===== config.mk =====
export PLATFORM = sky130hd
export DESIGN_NAME = xr_addr_mod
export DESIGN_NICKNAME = d
export VERILOG_FILES = /design/src/rtl/xr_pkg.sv /design/src/rtl/xr_file.sv /design/src/rtl/xr_tag_decode.sv /design/src/rtl/xr_adder.sv /design/src/rtl/xr_addr_mod.sv
export SDC_FILE = /design/constraint.sdc
export NUM_CORES = 1
export LEC_CHECK = 0
export CAP_MARGIN = 10
export CORE_AREA = 2 2 114 116
export DETAILED_ROUTE_END_ITERATION = 8
export DIE_AREA = 0 0 116 118
export GPL_TIMING_DRIVEN = 0
export PLACE_DENSITY = 0.8
export SLEW_MARGIN = 40
export SYNTH_ARGS = -nofsm -noshare
export SYNTH_HDL_FRONTEND = slang
export SYNTH_HIERARCHICAL = 1
export SYNTH_SLANG_ARGS = --single-unit

===== constraint.sdc =====
create_clock -name clk -period 19.4 [get_ports clk]
set_input_delay 5.82 -clock clk [delete_from_list [all_inputs] [get_ports clk]]
set_output_delay 5.82 -clock clk [all_outputs]
set_load 0.005 [all_outputs]

===== src/rtl/xr_pkg.sv =====
package xr_pkg;
    localparam int XW = 15;
    localparam int DEF_NXR = 7;

    typedef enum logic {
        ADD_MODIFY = 1'b0,
        ADD_LOAD   = 1'b1
    } add_op_e;

    typedef struct packed {
        logic [XW-1:0] opa;
        logic [XW-1:0] opb;
        logic          cin;
    } add_in_t;

    function automatic add_in_t build_add(add_op_e op, logic [XW-1:0] addr_f,
                                          logic [XW-1:0] idx, logic [XW-1:0] ld);
        add_in_t r;
        if (op == ADD_LOAD) begin
            r.opa = ld;
            r.opb = '0;
            r.cin = 1'b0;
        end else begin
            r.opa = addr_f;
            r.opb = ~idx;
            r.cin = 1'b1;
        end
        return r;
    endfunction
endpackage


===== src/rtl/xr_file.sv =====
module xr_file
    import xr_pkg::*;
#(
    parameter int NXR = DEF_NXR,
    localparam int TW = $clog2(NXR + 1)
) (
    input  logic          clk,
    input  logic          rst,
    input  logic          wr_en,
    input  logic [TW-1:0] wr_sel,
    input  logic [XW-1:0] wr_val,
    input  logic [TW-1:0] rd_sel,
    output logic [XW-1:0] rd_val,
    output logic [XW-1:0] regs [NXR]
);
    for (genvar i = 0; i < NXR; i++) begin : g_reg
        localparam logic [TW-1:0] MYSEL = TW'(i + 1);

        always_ff @(posedge clk) begin
            if (rst)
                regs[i] <= '0;
            else if (wr_en && wr_sel == MYSEL)
                regs[i] <= wr_val;
        end

        assert_keep_R7: assert property (@(posedge clk) disable iff (rst)
            !(wr_en && wr_sel == MYSEL) |=> $stable(regs[i]));

        assert_load_R6: assert property (@(posedge clk) disable iff (rst)
            (wr_en && wr_sel == MYSEL) |=> regs[i] == $past(wr_val));
    end

    always_comb begin
        rd_val = '0;
        for (int k = 0; k < NXR; k++)
            if (rd_sel == TW'(k + 1))
                rd_val = regs[k];
    end
endmodule


===== src/rtl/xr_tag_decode.sv =====
module xr_tag_decode
    import xr_pkg::*;
#(
    parameter int NXR = DEF_NXR,
    localparam int TW = $clog2(NXR + 1)
) (
    input  logic          clk,
    input  logic          rst,
    input  logic          mt_mode,
    input  logic [TW-1:0] tag,
    input  logic [XW-1:0] regs [NXR],
    output logic [XW-1:0] idx
);
    logic [XW-1:0] one_sel;
    logic [XW-1:0] or_terms [TW];
    logic [XW-1:0] or_sel;
    logic [XW-1:0] reach;

    always_comb begin
        one_sel = '0;
        for (int k = 0; k < NXR; k++)
            if (tag == TW'(k + 1))
                one_sel = regs[k];
    end

    for (genvar b = 0; b < TW; b++) begin : g_bit
        if ((1 << b) <= NXR) begin : g_on
            assign or_terms[b] = tag[b] ? regs[(1 << b) - 1] : '0;
        end else begin : g_off
            assign or_terms[b] = '0;
        end
    end

    always_comb begin
        or_sel = '0;
        reach  = '0;
        for (int b = 0; b < TW; b++) begin
            or_sel = or_sel | or_terms[b];
            if ((1 << b) <= NXR)
                reach = reach | regs[(1 << b) - 1];
        end
    end

    assign idx = mt_mode ? or_sel : one_sel;

    assert_mt_reach_R4: assert property (@(posedge clk) disable iff (rst)
        mt_mode |-> (idx & ~reach) == '0);
endmodule


===== src/rtl/xr_adder.sv =====
module xr_adder
    import xr_pkg::*;
(
    input  add_in_t       op,
    output logic [XW-1:0] sum
);
    logic [XW:0] full;
    assign full = {1'b0, op.opa} + {1'b0, op.opb} + {{XW{1'b0}}, op.cin};
    assign sum  = full[XW-1:0];
endmodule


===== src/rtl/xr_addr_mod.sv =====
module xr_addr_mod
    import xr_pkg::*;
#(
    parameter int NXR = DEF_NXR,
    localparam int TW = $clog2(NXR + 1)
) (
    input  logic          clk,
    input  logic          rst,
    input  logic          mt_set,
    input  logic          mt_clr,
    input  logic [XW-1:0] addr,
    input  logic [TW-1:0] tag,
    input  logic          wr_en,
    input  logic [TW-1:0] wr_sel,
    input  logic [XW-1:0] wr_data,
    input  logic [TW-1:0] rd_sel,
    output logic [XW-1:0] rd_data,
    output logic [XW-1:0] ea,
    output logic          ea_vld,
    output logic          mt_mode
);
    logic [XW-1:0] regs [NXR];
    logic [XW-1:0] idx;
    logic [XW-1:0] sum;
    add_op_e       op;
    add_in_t       add_in;

    always_ff @(posedge clk) begin
        if (rst)         mt_mode <= 1'b0;
        else if (mt_clr) mt_mode <= 1'b0;
        else if (mt_set) mt_mode <= 1'b1;
    end

    xr_tag_decode #(.NXR(NXR)) u_dec (
        .clk(clk), .rst(rst), .mt_mode(mt_mode), .tag(tag),
        .regs(regs), .idx(idx)
    );

    assign op     = wr_en ? ADD_LOAD : ADD_MODIFY;
    assign add_in = build_add(op, addr, idx, wr_data);

    xr_adder u_add (.op(add_in), .sum(sum));

    xr_file #(.NXR(NXR)) u_file (
        .clk(clk), .rst(rst), .wr_en(wr_en), .wr_sel(wr_sel), .wr_val(sum),
        .rd_sel(rd_sel), .rd_val(rd_data), .regs(regs)
    );

    assign ea     = sum;
    assign ea_vld = (op == ADD_MODIFY);

    assert_undo_R2: assert property (@(posedge clk) disable iff (rst)
        ea_vld |-> XW'(ea + idx) == addr);

    assert_pass_R3: assert property (@(posedge clk) disable iff (rst)
        (ea_vld && tag == '0) |-> ea == addr);

    assert_clr_R5: assert property (@(posedge clk) disable iff (rst)
        mt_clr |=> !mt_mode);

    assert_set_R5: assert property (@(posedge clk) disable iff (rst)
        (mt_set && !mt_clr) |=> mt_mode);

    assert_hold_R5: assert property (@(posedge clk) disable iff (rst)
        (!mt_set && !mt_clr) |=> $stable(mt_mode));
endmodule


=== Word level (Yosys, flattened, before mapping) ===
Index checks and enable logic that the tools add are counted.

* Flip-flop bits (word level): 106
* Input bits: 44
* Output and inout port bits: 32
* Word-level logic and storage cells: 63

* Add/subtract/negate cells: 2
* Equal/unequal tests: 21
* Mux-type cells: 20
* Bitwise operators: 4
* Reductions and logical operators: 8

{| class="wikitable"
|+ Operators by type and width
! operator !! count
|-
| $mux 15 || 18
|-
| $eq 3x3->1 const B || 12
|-
| $mux 31 || 1
|-
| $or 15x15->15 || 2
|-
| $eq 3x2->1 const B || 6
|-
| $add 15x1->15 || 1
|-
| $add 15x15->15 || 1
|-
| $not 15->15 || 1
|-
| $eq 3x1->1 const B || 3
|-
| $logic_and 1x1->1 || 7
|-
| $reduce_or 2->1 || 1
|-
| $mux 1 || 1
|-
| $not 1->1 || 1
|}

=== Depth between registers and ports, before layout ===
* Depth in word-level cells: 13
* Gate-level depth with buffers: 17

=== Cells and area by module ===
The synthesis kept the hierarchy.

{| class="wikitable"
|+ By module, submodules not included
! module !! instances !! cells each !! area each (um^2)
|-
| xr_file || 1 || 596 || 4569.4
|-
| xr_tag_decode || 1 || 198 || 1370.1
|-
| xr_adder || 1 || 107 || 778.2
|-
| xr_addr_mod || 1 || 37 || 287.8
|}

=== Least setup slack after synthesis ===
Ideal clock, no wire load.

* Kind: in2out
* Start: input tag[2]
* End: output ea[14]
* Arrival time: 8759 ps
* Setup slack: 4821 ps
* Stages: 15
* Path through: buf_4 buf_2 buf_2 a222oi_1 nand2_1 o21a_1 nor2_1 fa_1 inv_1 fa_1 and2b_1 o2111ai_2 a211oi_1 nor3_1 nor3_1

{| class="wikitable"
|+ RTL lines
! item !! RTL line !! source
|-
| from (decl) || xr_addr_mod.sv:12 || <nowiki>input logic [TW-1:0] tag,</nowiki>
|-
| to (decl) || xr_addr_mod.sv:18 || <nowiki>output logic [XW-1:0] ea,</nowiki>
|}

==> key figures <==
Timing
  • Fin. Hold Viols: 0
  • Final setup fails: 0
  • Post-route setup TNS: 0 ns
  • Worst Tran Pin Value: 0.962 ns
  • Final Cycle Share: between 80% and 90%
  • Post-layout min period: about 16 ns
  • Max-slew headroom: 35.9%
  • Setup Skew: 0.0104 ns
  • Min Hold Slack: roughly 0.48 ns
  • RSZ-0062 raised after global routing: no
  • Fmax: a little over 60 MHz
  • Fin. max-slew vios: 0

Finish
  • Antenna cell count: 0
  • Area grow syn2layout: 18.1%
  • Register area: 2120 sq um
  • Share of layout cells above drive strength 1: a little over a tenth
  • Util after Layout: around two thirds
  • Fin nets: ~1100
  • Filler instances: roughly 1100
  • Area of the multi-input gates: roughly 4500 sq um

CTS
  • CTS Sinks: 106
  • Setup bufs post-CTS: 0
  • CTS Buf Count: 9
  • Post-cts resize count: 0
  • Clk root buf: clkbuf_16
  • Worst-Skew Late Latency: roughly 0.36 ns
  • Clock Tree Buf Depth: 2
  • CTS tree: done
  • H-Tree Depth: 3
  • Clock transition at the registers of the reported paths: 0.07 ns
  • Hold-fix buffers, CTS: 0

Route
  • Detailed-router iteration count before antenna repair: 6
  • Drt via density: around 6.6
  • DRT iter0 DRCs: about 1200
  • Drt drc: 0
  • Final ANT Viol Nets: 0
  • Via count: about 7900
  • Total wire length: 28300 um
  • Routed len/inst: between 20 and 25 um

Setup path
  • Critical Path RT: between 10 and 15 ns
  • Worst-path cell chain: clkdlybuf4s50_1 > buf_4 > buf_2 > mux2i_1 > o21ai_0 > o21a_1 > nor2_1 > fa_1 > inv_1 > fa_1 > and2b_1 > o2111ai_2 > a21boi_2 > nor2_1 > o311ai_2 > clkdlybuf4s50_1
  • CP delay by family, top: buffers and inverters
  • WP buf/inv: 5
  • CP Capture Type: primary output
  • Startpoint types: input port
  • Crit path DAT: around 11 ns
  • Crit path from: tag[0]
  • Max stage delay on crit path: 0.74 ns
  • Largest fanout on the critical path: 10
  • FF-to-FF Start: mt_mode$_SDFFE_PP0P_
  • Crit path kind: input port to primary output
  • CP max stage cell: o311ai_2

Synth
  • Post-synthesis compound-gate area fraction: around 28%
  • Syn Area/Cell: between 7 and 8 sq um
  • Mapped Nets: 997
  • Largest family of logic cells by synthesized area: compound AO/OA/AOI/OAI gates
  • Mux contribution to synthesized area: around 10%
  • Seq cells post-synth: roughly 110
  • Yosys warns: 6
  • Ys async rst share: 0%
  • Synth cell types: between 60 and 70
  • Synthesized cell area: roughly 7000 sq um
  • Adder-cell share of the synthesized area: under 10%
  • Post-Synthesis Cells: approximately 940
  • Post-synthesis simple-gate area fraction: around a fifth
  • Post-synthesis xor/xnor area fraction: under 10%
  • Post-synth EDFFs: 0
  • Main synth FF type: dfxtp_1
  • Register area share after synthesis: just over 30%

Power
  • Design Power: about 600 uW
  • Cell area power density: 74.5 nW/um^2
  • VDD IR max: approximately 0.044 mV
  • Static leakage: 3.01 nW

Run status
  • Outcome: finished clean

Floorplan
  • Top Ports: 76
  • Initial Util: 56.4%
  • Num rows: 41
  • DIE AREA: 13700 sq um
  • Die Span Y: around 120 um
  • Core area: 12400 sq um
  • Die Wd: 116 um

Placed design
  • Port Buffers: 70
  • GPL Wtd Cong: 1.08
  • HPWL Detailed: between 15000 and 20000 um

Global route
  • Number of global-route vias before repair: about 7000
  • Grt total ovfl: 0
  • First-pass GRT wire length: roughly 42000 um
  • Pin count of the biggest net entering global routing: 18
  • Gr usage total: ~41%
  • Antenna violations before repair: 0

Hold path
  • Worst hold-check path type: register to register
  • Worst hold start: u_file/regs[57]$_SDFFE_PP0P_

Run
  • Max cap viols: 0
state kept, by name (all words and copies together), names as in the netlist:
register / cells
u_file/regs: 105
mt_mode: 1
layer usage:
metal / part of all wire [%] / GRT usage [%]
met5: 0 / 0
met4: 7.5 / 25.3
met3: 15 / 10.1
met2: 41 / 59.6
met1: 36 / 53.7
worst paths after layout:
| check | endpoint | slack, ns | cells past startpoint |
|---|---|---|---|
| max reg2reg | u_file/regs[23]$_SDFFE_PP0P_ | 15.11 | 16 |
| max | ea[8] | 3.01 | 16 |
| min reg2reg | u_file/regs[57]$_SDFFE_PP0P_ | 0.48 | 2 |
| min | u_file/regs[57]$_SDFFE_PP0P_ | 0.48 | 2 |
final cells by class:
type                    count  share of cell area [%]
inverters                  15                   0.681
plain buffers              70                    4.45
clock inverters             5                   0.741
well taps                 172                    2.60
multi-input cells         747                    54.4
clock buffers              11                    2.93
repair buffers             71                    8.56
flip-flops and latches    106                    25.7
power breakdown:
part	internal, mW	switching [mW]
logic	0.0755	0.113
registers	0.225	0.00835
clock network	0.105	0.0892
stage by stage:
stage,cells,cell area (sq um),setup slack (ns)
finish,1197,8270,3.01
global route,1197,8270,2.96
CTS,1197,8270,3.18
detailed placement,1181,7970,3.19
global placement,1180,7920,2.44
floorplan,938,7010,4.82
Yosys cell counts, types with 6 or more instances:
library cell	instances	area, sq um
a21o_1	10	75.1
ha_1	13	163
buf_2	26	130
xnor2_1	7	61.3
a21oi_1	153	766
o21a_1	6	45.0
o2bb2ai_1	6	52.6
inv_1	13	48.8
o21ai_0	31	155
mux2i_1	21	210
a221oi_1	6	52.6
nand3_1	11	55.1
nor3_1	8	40.0
a222oi_1	6	60.1
nor2b_1	12	75.1
dfxtp_1	106	2120
nor2_1	50	188
nand2_1	238	893
a22o_1	13	114
clkbuf_1	31	116
mux2_2	37	417
a22oi_1	14	105
o22ai_1	13	81.3
a221o_1	12	120
buf_6	7	78.8
cell usage in the layout (no fill, tap or decap), types with 4 or more instances in the layout:
cell type,instances
o21a_1,6
a211oi_1,5
a32oi_1,5
o21ai_0,31
nor2b_1,12
nor3_1,6
nand2_1,238
a21o_1,10
o22ai_1,13
nand3_1,11
nor2_1,50
mux2_2,37
a21oi_1,153
or2_2,4
a22oi_1,14
and2b_1,4
xnor2_1,4
buf_4,6
clkbuf_1,32
ha_1,13
mux2i_1,21
a221o_1,12
clkdlybuf4s50_1,70
clkbuf_16,9
nand3b_1,4
a222oi_1,6
dfxtp_1,106
a31oi_1,4
o2bb2ai_1,6
buf_2,26
buf_6,7
nand2b_1,5
inv_1,13
a22o_1,13
a221oi_1,6
worst register-to-register path: cells and delay by family (launching register included):
family | cells | cell delay [ns]
buffers and inverters | 4 | 0.86
AOI/OAI and AO/OA | 6 | 1.78
DFF | 1 | 0.32
and+or+nand+nor | 4 | 0.62
adders and majority gates | 2 | 0.62
kinds of logic after synthesis:
group                      Yosys count
AOI/OAI and AO/OA                  311
DFF                                106
buffers and inverters               85
muxes                               61
adders and majority gates           15
and+or+nand+nor                    352
xor gates and xnor gates             8
Note: power is estimated with default switching activity, not from simulation.
